## config.mk

```make
export PLATFORM = sky130hd
export DESIGN_NAME = mem_dep_tracker
export DESIGN_NICKNAME = d
export VERILOG_FILES = /design/src/rtl/mdu_pkg.sv /design/src/rtl/mdu_seq_cam.sv /design/src/rtl/mdu_oldest_pick.sv /design/src/rtl/mdu_barrier_regs.sv /design/src/rtl/mem_dep_tracker.sv
export SDC_FILE = /design/constraint.sdc
export NUM_CORES = 2
export LEC_CHECK = 0
export ABC_AREA = 1
export BUFFER_PORTS_ARGS = -buffer_cell sky130_fd_sc_hd__buf_4
export CAP_MARGIN = 20
export CORE_ASPECT_RATIO = 1.75
export CORE_MARGIN = 8
export CORE_UTILIZATION = 29
export DETAILED_ROUTE_END_ITERATION = 8
export HOLD_SLACK_MARGIN = 0.12
export PLACE_DENSITY = 0.47
export RECOVER_POWER = 25
export SLEW_MARGIN = 0
export SYNTH_ARGS = -nofsm -noshare
export SYNTH_HDL_FRONTEND = slang
export SYNTH_HIERARCHICAL = 1
export SYNTH_SLANG_ARGS = --single-unit
```

## constraint.sdc

```tcl
create_clock -name clk -period 26.9 [get_ports clk]
set_input_delay 0 -clock clk [delete_from_list [all_inputs] [get_ports clk]]
set_output_delay 0 -clock clk [all_outputs]
set_load 0.02 [all_outputs]
```

## src/rtl/mdu_pkg.sv

```systemverilog
package mdu_pkg;
    typedef enum logic [1:0] {
        K_LOAD    = 2'd0,
        K_STORE   = 2'd1,
        K_FULLBAR = 2'd2,
        K_WRBAR   = 2'd3
    } kind_e;
endpackage

```

## src/rtl/mdu_seq_cam.sv

```systemverilog
// Sequence-number match across the table; first eligible hit wins.
module mdu_seq_cam #(
    parameter int N_ENT = 16,
    parameter int SEQ_W = 16,
    localparam int IDX_W = (N_ENT > 1) ? $clog2(N_ENT) : 1
) (
    input  logic [N_ENT-1:0] elig,
    input  logic [SEQ_W-1:0] seqs [N_ENT],
    input  logic [SEQ_W-1:0] key,
    output logic             hit,
    output logic [IDX_W-1:0] idx
);
    always_comb begin
        hit = 1'b0;
        idx = '0;
        for (int i = 0; i < N_ENT; i++) begin
            if (!hit && elig[i] && seqs[i] == key) begin
                hit = 1'b1;
                idx = IDX_W'(i);
            end
        end
    end
endmodule

```

## src/rtl/mdu_oldest_pick.sv

```systemverilog
// Selects the candidate with the smallest sequence number.
module mdu_oldest_pick #(
    parameter int N_ENT = 16,
    parameter int SEQ_W = 16,
    localparam int IDX_W = (N_ENT > 1) ? $clog2(N_ENT) : 1
) (
    input  logic [N_ENT-1:0] cand,
    input  logic [SEQ_W-1:0] seqs [N_ENT],
    output logic             any,
    output logic [IDX_W-1:0] idx
);
    logic [SEQ_W-1:0] best;
    always_comb begin
        any  = 1'b0;
        idx  = '0;
        best = '0;
        for (int i = 0; i < N_ENT; i++) begin
            if (cand[i] && (!any || seqs[i] < best)) begin
                any  = 1'b1;
                idx  = IDX_W'(i);
                best = seqs[i];
            end
        end
    end
endmodule

```

## src/rtl/mdu_barrier_regs.sv

```systemverilog
// Load-hold and store-hold flags, each tagged with the fence that set it.
module mdu_barrier_regs #(
    parameter int SEQ_W = 16
) (
    input  logic             clk,
    input  logic             rst_n,
    input  logic             set_full,
    input  logic             set_wr,
    input  logic [SEQ_W-1:0] set_seq,
    input  logic             clr_valid,
    input  logic             clr_full,
    input  logic [SEQ_W-1:0] clr_seq,
    output logic             ld_on,
    output logic [SEQ_W-1:0] ld_seq,
    output logic             st_on,
    output logic [SEQ_W-1:0] st_seq
);
    typedef struct packed {
        logic             ld_on;
        logic [SEQ_W-1:0] ld_seq;
        logic             st_on;
        logic [SEQ_W-1:0] st_seq;
    } bar_t;

    bar_t bar_d, bar_q;

    always_comb begin
        bar_d = bar_q;
        // release only when the completing fence is the one recorded
        if (clr_valid) begin
            if (clr_full && bar_q.ld_seq == clr_seq) bar_d.ld_on = 1'b0;
            if (bar_q.st_seq == clr_seq)             bar_d.st_on = 1'b0;
        end
        if (set_full) begin
            bar_d.ld_on  = 1'b1;
            bar_d.ld_seq = set_seq;
            bar_d.st_on  = 1'b1;
            bar_d.st_seq = set_seq;
        end else if (set_wr) begin
            bar_d.st_on  = 1'b1;
            bar_d.st_seq = set_seq;
        end
    end

    always_ff @(posedge clk or negedge rst_n) begin
        if (!rst_n) bar_q <= '0;
        else        bar_q <= bar_d;
    end

    assign ld_on  = bar_q.ld_on;
    assign ld_seq = bar_q.ld_seq;
    assign st_on  = bar_q.st_on;
    assign st_seq = bar_q.st_seq;

    // an unmatched completion leaves the younger hold in place
    p_younger_ld_holds_r6: assert property (@(posedge clk) disable iff (!rst_n)
        (clr_valid && ld_on && ld_seq != clr_seq) |=> ld_on);
    p_younger_st_holds_r6: assert property (@(posedge clk) disable iff (!rst_n)
        (clr_valid && st_on && st_seq != clr_seq) |=> st_on);
    // a write fence leaves the load hold untouched
    p_wbar_spares_load_r5: assert property (@(posedge clk) disable iff (!rst_n)
        (set_wr && !set_full && !(clr_valid && clr_full)) |=> (ld_on == $past(ld_on)));
endmodule

```

## src/rtl/mem_dep_tracker.sv

```systemverilog
module mem_dep_tracker
    import mdu_pkg::*;
#(
    parameter int N_ENT = 16,
    parameter int SEQ_W = 16,
    parameter int PC_W  = 32
) (
    input  logic             clk,
    input  logic             rst_n,
    input  logic             ins_valid,
    output logic             ins_ready,
    input  logic [1:0]       ins_kind,
    input  logic [SEQ_W-1:0] ins_seq,
    input  logic [PC_W-1:0]  ins_pc,
    input  logic             ins_regs_ok,
    output logic             pred_lookup_valid,
    output logic [PC_W-1:0]  pred_lookup_pc,
    input  logic [SEQ_W-1:0] pred_lookup_seq,
    output logic             st_rep_valid,
    output logic [PC_W-1:0]  st_rep_pc,
    output logic [SEQ_W-1:0] st_rep_seq,
    input  logic             viol_valid,
    input  logic [PC_W-1:0]  viol_load_pc,
    input  logic [PC_W-1:0]  viol_store_pc,
    output logic             pred_viol_valid,
    output logic [PC_W-1:0]  pred_viol_load_pc,
    output logic [PC_W-1:0]  pred_viol_store_pc,
    input  logic             regs_valid,
    input  logic [SEQ_W-1:0] regs_seq,
    input  logic             done_valid,
    input  logic [SEQ_W-1:0] done_seq,
    input  logic             resched_valid,
    input  logic [SEQ_W-1:0] resched_seq,
    input  logic             replay_req,
    input  logic             squash_valid,
    input  logic [SEQ_W-1:0] squash_seq,
    output logic             pred_squash_valid,
    output logic [SEQ_W-1:0] pred_squash_seq,
    output logic             rdy_valid,
    output logic [SEQ_W-1:0] rdy_seq,
    output logic             rdy_is_store,
    input  logic             rdy_accept
);
    localparam int IDX_W = (N_ENT > 1) ? $clog2(N_ENT) : 1;

    typedef struct packed {
        logic             vld;
        kind_e            kind;
        logic [SEQ_W-1:0] seq;
        logic             regs;   // source registers ready
        logic             mem;    // memory dependence resolved
        logic             pend;   // waiting on the ready output
        logic             rep;    // parked for replay
        logic             pvld;   // linked to a producer
        logic [IDX_W-1:0] pidx;
    } ent_t;

    ent_t [N_ENT-1:0] tbl_d, tbl_q;

    function automatic logic is_mem(kind_e k);
        return (k == K_LOAD) || (k == K_STORE);
    endfunction

    kind_e ins_k;
    assign ins_k = kind_e'(ins_kind);

    // ---------------- table views ----------------
    logic [SEQ_W-1:0] seq_arr [N_ENT];
    logic [N_ENT-1:0] live_m, pend_m, sq_kill, prod_m;
    logic             full_q;
    logic [IDX_W-1:0] free_idx;

    always_comb begin
        free_idx = '0;
        for (int i = N_ENT - 1; i >= 0; i--) begin
            seq_arr[i] = tbl_q[i].seq;
            live_m[i]  = tbl_q[i].vld;
            pend_m[i]  = tbl_q[i].vld && tbl_q[i].pend;
            sq_kill[i] = squash_valid && tbl_q[i].vld && (tbl_q[i].seq > squash_seq);
            if (!tbl_q[i].vld) free_idx = IDX_W'(i);
        end
    end
    assign full_q = &live_m;

    logic ins_fire;
    assign ins_ready = !full_q;
    assign ins_fire  = ins_valid && !full_q;

    // ---------------- fence holds ----------------
    logic             bar_ld_on, bar_st_on;
    logic [SEQ_W-1:0] bar_ld_seq, bar_st_seq;
    logic             done_hit, done_ok;
    logic [IDX_W-1:0] done_idx;
    kind_e            done_kind;

    mdu_seq_cam #(.N_ENT(N_ENT), .SEQ_W(SEQ_W)) u_cam_done (
        .elig(live_m), .seqs(seq_arr), .key(done_seq), .hit(done_hit), .idx(done_idx));

    assign done_ok   = done_valid && done_hit && !sq_kill[done_idx];
    assign done_kind = tbl_q[done_idx].kind;

    mdu_barrier_regs #(.SEQ_W(SEQ_W)) u_bar (
        .clk(clk), .rst_n(rst_n),
        .set_full(ins_fire && ins_k == K_FULLBAR),
        .set_wr(ins_fire && ins_k == K_WRBAR),
        .set_seq(ins_seq),
        .clr_valid(done_ok && !is_mem(done_kind)),
        .clr_full(done_kind == K_FULLBAR),
        .clr_seq(done_seq),
        .ld_on(bar_ld_on), .ld_seq(bar_ld_seq),
        .st_on(bar_st_on), .st_seq(bar_st_seq));

    // ---------------- producer selection ----------------
    logic [SEQ_W-1:0] prod_seq;
    logic             use_pred;

    always_comb begin
        use_pred = 1'b0;
        prod_seq = '0;
        if (ins_k == K_LOAD && bar_ld_on)       prod_seq = bar_ld_seq;
        else if (ins_k == K_STORE && bar_st_on) prod_seq = bar_st_seq;
        else if (is_mem(ins_k)) begin
            use_pred = 1'b1;
            prod_seq = pred_lookup_seq;
        end
    end

    // only stores and fences that survive this cycle can be producers
    always_comb begin
        for (int i = 0; i < N_ENT; i++) begin
            prod_m[i] = tbl_q[i].vld && tbl_q[i].kind != K_LOAD && !sq_kill[i]
                        && !(done_ok && done_idx == IDX_W'(i));
        end
    end

    logic             prod_hit_raw, prod_hit;
    logic [IDX_W-1:0] prod_idx;
    mdu_seq_cam #(.N_ENT(N_ENT), .SEQ_W(SEQ_W)) u_cam_prod (
        .elig(prod_m), .seqs(seq_arr), .key(prod_seq), .hit(prod_hit_raw), .idx(prod_idx));
    assign prod_hit = prod_hit_raw && (prod_seq != '0);

    logic             regs_hit, rs_hit;
    logic [IDX_W-1:0] regs_idx, rs_idx;
    mdu_seq_cam #(.N_ENT(N_ENT), .SEQ_W(SEQ_W)) u_cam_regs (
        .elig(live_m), .seqs(seq_arr), .key(regs_seq), .hit(regs_hit), .idx(regs_idx));
    mdu_seq_cam #(.N_ENT(N_ENT), .SEQ_W(SEQ_W)) u_cam_rs (
        .elig(live_m), .seqs(seq_arr), .key(resched_seq), .hit(rs_hit), .idx(rs_idx));

    // ---------------- ready selection ----------------
    logic             pick_any;
    logic [IDX_W-1:0] pick_idx;
    mdu_oldest_pick #(.N_ENT(N_ENT), .SEQ_W(SEQ_W)) u_pick (
        .cand(pend_m), .seqs(seq_arr), .any(pick_any), .idx(pick_idx));

    assign rdy_valid    = pick_any;
    assign rdy_seq      = tbl_q[pick_idx].seq;
    assign rdy_is_store = tbl_q[pick_idx].kind == K_STORE;

    // ---------------- new entry ----------------
    ent_t new_ent;
    always_comb begin
        new_ent      = '0;
        new_ent.vld  = 1'b1;
        new_ent.kind = ins_k;
        new_ent.seq  = ins_seq;
        new_ent.regs = ins_regs_ok;
        new_ent.pvld = prod_hit;
        new_ent.pidx = prod_idx;
        new_ent.mem  = !prod_hit;
        new_ent.pend = !prod_hit && ins_regs_ok && is_mem(ins_k);
    end

    // ---------------- next state, in event order ----------------
    always_comb begin
        tbl_d = tbl_q;
        if (pick_any && rdy_accept) tbl_d[pick_idx].pend = 1'b0;
        for (int i = 0; i < N_ENT; i++) begin
            if (sq_kill[i]) tbl_d[i] = '0;
        end
        if (done_ok) begin
            if (done_kind != K_LOAD) begin
                for (int j = 0; j < N_ENT; j++) begin
                    if (tbl_d[j].vld && tbl_d[j].pvld && tbl_d[j].pidx == done_idx) begin
                        tbl_d[j].pvld = 1'b0;
                        tbl_d[j].mem  = 1'b1;
                        if (tbl_d[j].regs && is_mem(tbl_d[j].kind)) tbl_d[j].pend = 1'b1;
                    end
                end
            end
            tbl_d[done_idx] = '0;
        end
        if (regs_valid && regs_hit && tbl_d[regs_idx].vld) begin
            tbl_d[regs_idx].regs = 1'b1;
            if (tbl_d[regs_idx].mem && is_mem(tbl_d[regs_idx].kind))
                tbl_d[regs_idx].pend = 1'b1;
        end
        if (resched_valid && rs_hit && tbl_d[rs_idx].vld && is_mem(tbl_d[rs_idx].kind)) begin
            tbl_d[rs_idx].rep  = 1'b1;
            tbl_d[rs_idx].pend = 1'b0;
        end
        if (replay_req) begin
            for (int i = 0; i < N_ENT; i++) begin
                if (tbl_d[i].vld && tbl_d[i].rep) begin
                    tbl_d[i].rep  = 1'b0;
                    tbl_d[i].pend = 1'b1;
                end
            end
        end
        if (ins_fire) tbl_d[free_idx] = new_ent;
    end

    always_ff @(posedge clk or negedge rst_n) begin
        if (!rst_n) tbl_q <= '0;
        else        tbl_q <= tbl_d;
    end

    // ---------------- predictor side ----------------
    assign pred_lookup_valid  = ins_fire && use_pred;
    assign pred_lookup_pc     = ins_pc;
    assign st_rep_valid       = ins_fire && ins_k == K_STORE;
    assign st_rep_pc          = ins_pc;
    assign st_rep_seq         = ins_seq;
    assign pred_viol_valid    = viol_valid;
    assign pred_viol_load_pc  = viol_load_pc;
    assign pred_viol_store_pc = viol_store_pc;
    assign pred_squash_valid  = squash_valid;
    assign pred_squash_seq    = squash_seq;

    // ---------------- assertions ----------------
    // an offer persists until taken (unless the entry is removed)
    p_offer_holds_r10: assert property (@(posedge clk) disable iff (!rst_n)
        (rdy_valid && !rdy_accept && !squash_valid && !done_valid) |=> rdy_valid);
    // the offered entry is always a load or store
    p_no_fence_offer_r13: assert property (@(posedge clk) disable iff (!rst_n)
        rdy_valid |-> (tbl_q[pick_idx].kind == K_LOAD || tbl_q[pick_idx].kind == K_STORE));

    for (genvar g = 0; g < N_ENT; g++) begin : g_ent_chk
        // a linked entry is never waiting on the ready output
        p_linked_not_pending_r3: assert property (@(posedge clk) disable iff (!rst_n)
            !(tbl_q[g].vld && tbl_q[g].pvld && tbl_q[g].pend));
        // nothing younger than the squash number survives
        p_squash_removes_r8: assert property (@(posedge clk) disable iff (!rst_n)
            (squash_valid && !ins_fire) |=> !(tbl_q[g].vld && tbl_q[g].seq > $past(squash_seq)));
    end
endmodule

```

==> summary.md <==
| Metric | Value |
|---|---|
| Outcome | `complete, but fails checks` |
| Failing checks | `capacitance limit, slew limit` |
| Row cnt | `roughly 220` |
| Final setup viols | `0` |
| Tightest Pin Transition | `5500 ps` |
| Worst r2r src | `tbl_q[6]` |
| Congestion Overflow GR | `0` |
| Vias in the first global route | `69.8k` |
| Hold_sp | `replay_req` |
| CTS tree | `built` |
| Final Core Density | `0.337` |
| Synth top cells by count | `nand2_1 (2602), inv_1 (753), o21ai_0 (730)` |
| Reported leakage power | `between 0.03 and 0.04 uW` |
| WHS Path Cells | `4` |
| Critical path launch point | `tbl_q[6]` |
| DP Wirelength | `310000 um` |
| Synth area leaders | `dfrtp_1 (21%), nand2_1 (17%), ha_1 (10%)` |
| Crit path DAT | `25610 ps` |
| Syn. warnings | `6` |
| # DRC | `0` |
| Die X | `roughly 350 um` |
| WL/cell | `36.9 um` |
| Core area | `approximately 0.20 mm^2` |
| Slack of the worst reg-to-reg path | `1850 ps` |
| Gate Count Post-Synth | `8981` |
| Fmax | `~0.04 GHz` |
| Slew Viols, Final | `between 150 and 200` |
| Post-synthesis register bit count | `482` |
| Crit Path Category | `reg2out` |
| Crit path required time | `26900 ps` |
| P&R area growth vs syn | `15.4%` |
| DRT Wirelength | `approximately 440000 um` |
| Clk sinks | `482` |
| Post-synthesis net count | `roughly 9.7k` |
| Antenna-violating nets left | `0` |
| Post-Synthesis Mean Instance Area | `6.43 um^2` |
| Min Tclk post-route | `25610 ps` |
| Slowest CP cell | `o21ai_1` |
| Hold Path End | `tbl_q[285]` |
| Worst Skew | `72.9 ps` |
| Crit share post-route | `0.952` |
| Top-count cell post-synth | `nand2_1` |
| Router iterations before antenna repair | `9` |
| Initial antenna violation count | `between 50 and 60` |
| Delay of the slowest critical-path stage | `490 ps` |
| EDFF count, synth | `0` |
| CP most frequent cell | `nand2_1` |
| # IOs | `about 390` |
| Clock transition at path regs | `70 ps` |
| Worst r2r dst | `tbl_q[62]` |
| VDD IR max | `roughly 150 uV` |
| Initial Utilization | `0.292` |
| Clk_lat worst skew | `770 ps` |
| Via/cell ratio | `6.20` |
| Netlist cell types | `69` |
| Seq/Total Area, Yosys | `0.209` |
| Mapped Area | `0.0577 mm^2` |
| Clock H-tree levels | `2` |
| First-pass GRT wire length | `590000 um` |
| Finished Layout Cells | `12.0k` |
| Layout Nets | `9942` |
| Reg2reg path depth | `roughly 160` |
| Ys flop type | `dfrtp_1` |
| Asr flop ratio synth | `1.00` |
| Critical path endpoint category | `output pin` |
| Synth area leader | `dfrtp_1` |
| Largest net degree at the start of global routing | `116` |
| GP Congestion | `1.06` |
| Slew Limit Headroom | `-2.67` |
| Max cap viols | `4` |
| Synth top area share | `0.209` |
| Root Buffer | `clkbuf_16` |
| Final hold violation count | `0` |
| Die H | `606 um` |
| Layout cells sized above 1 | `0.123` |
| # port buffers | `~160` |
| Initial DRC Count | `approximately 10k` |
| Worst Setup Start Kind | `flop` |
| PD cells | `126 mW/mm^2` |
| Hold Path Class | `in2reg` |
| Total Routing Usage GR | `0.394` |
| Die Area | `roughly 0.21 mm^2` |
| Buf/Inv on CP | `14` |
| Largest fanout on the critical path | `43` |
| Critical path's top delay family | `compound AO/OA/AOI/OAI gates` |
| DR vias | `74.3k` |
| CTS Buffer Depth | `3` |
| Placed cell count | `between 10k and 15k` |
| Num CTS Buffers | `between 50 and 60` |
==> registers in the layout, summed over array words and instances, names as in the netlist <==
register,flops
live_m,16
seq_arr,256
tbl_q,176
u_bar/ld_on,1
u_bar/ld_seq,16
u_bar/st_on,1
u_bar/st_seq,16
==> worst min-delay path, cell delays in order <==
cell and delay, ps:
buf_4 80, inv_1 410, nor2_1 290, nor2_1 60
==> timing repair <==
item                                    CTS  global route
hold buffers                            155             0
gates cloned                              0             3
pin swaps                                 0             9
buffers inserted                          0             2
endpoints found under the setup margin   33            33
endpoints found under the hold margin   415             0
resized for setup                        63           120
==> per-stage QoR <==
step | hold WS (ps) | setup WS, ps | instance area [um^2] | setup TNS, ps | power (uW)
floorplan | -296 | 2790 | 57700 | 0 | 4230
global placement | 0.149 | -1150 | 62500 | -32710 | 7030
detailed placement | 0.149 | -1330 | 62500 | -37720 | 7060
CTS | 121 | 19.1 | 66000 | 0 | 8000
global route | 171 | -68.6 | 66500 | -211 | 8760
finish | 156 | 1290 | 66600 | 0 | 8390
==> power breakdown <==
part           internal [uW]  switching, uW
Clock                    462            392
Sequential               886            328
Combinational           2100           4220
Total                   3440           4940
==> metal layers <==
layer | GRT usage | up-vias | part of all wire
li1 | - | 30900 | -
met1 | 0.409 | 34900 | 0.33
met2 | 0.613 | 6079 | 0.44
met3 | 0.114 | 2369 | 0.10
met4 | 0.421 | 14 | 0.13
met5 | 0.00477 | - | 0.00050
==> cells in the final DEF (no fill, tap or decap), types with 17 or more instances in the layout <==
master	instances
a21oi_1	268
nor4_1	73
nand3_1	617
o21ai_2	49
inv_2	59
a22o_1	31
inv_1	734
ha_1	465
nor2_1	661
buf_12	17
o211ai_1	49
nor2_2	21
clkbuf_16	53
a211oi_1	28
a221oi_1	109
nor3_1	65
xor2_1	262
clkbuf_1	49
o21bai_1	26
diode_2	56
nand3_2	30
or2_2	94
nand2_1	2592
o31ai_1	69
dlygate4sd3_1	154
xnor2_1	43
a22oi_1	78
dfrtp_1	482
nand4_1	293
o21ai_0	635
o22ai_1	145
o21ai_1	98
nand2_2	46
buf_4	633
nand2_4	17
==> logic make-up (layout without fill, tap and decap cells) <==
| family | Yosys count | in the layout | synth area share |
|---|---|---|---|
| other | 0 | 56 | 0 |
| buffers and inverters | 1435 | 1766 | 0.119 |
| flip-flops | 482 | 482 | 0.209 |
| AO/OA/AOI/OAI | 1714 | 1714 | 0.180 |
| AND/OR/NAND/NOR | 4575 | 4578 | 0.344 |
| XOR/XNOR | 305 | 305 | 0.0463 |
| adder cells (fa/ha/maj) | 465 | 465 | 0.101 |
| multiplexers | 5 | 5 | 0.000975 |
==> area by class of cell <==
type	count	area, um^2
well taps	2616	3270
multi-input cells	7067	39300
inverters	818	3090
flip-flops and latches	482	12100
repair buffers	851	6900
clock inverters	24	388
clock buffers	73	1470
diodes	56	140
fillers	21700	131000
==> worst max path at each step <==
stage                        endpoint  slack, ps  depth (start not counted)
after floorplan           rdy_seq[10]       2790                        187
after global placement     rdy_seq[0]      -1150                        149
after detailed placement   tbl_q[202]      -1330                        152
after CTS                 rdy_seq[11]         20                        167
after global routing      rdy_seq[11]        -70                        175
final                      rdy_seq[3]       1290                        158
Power figures use the tool's default switching activity.
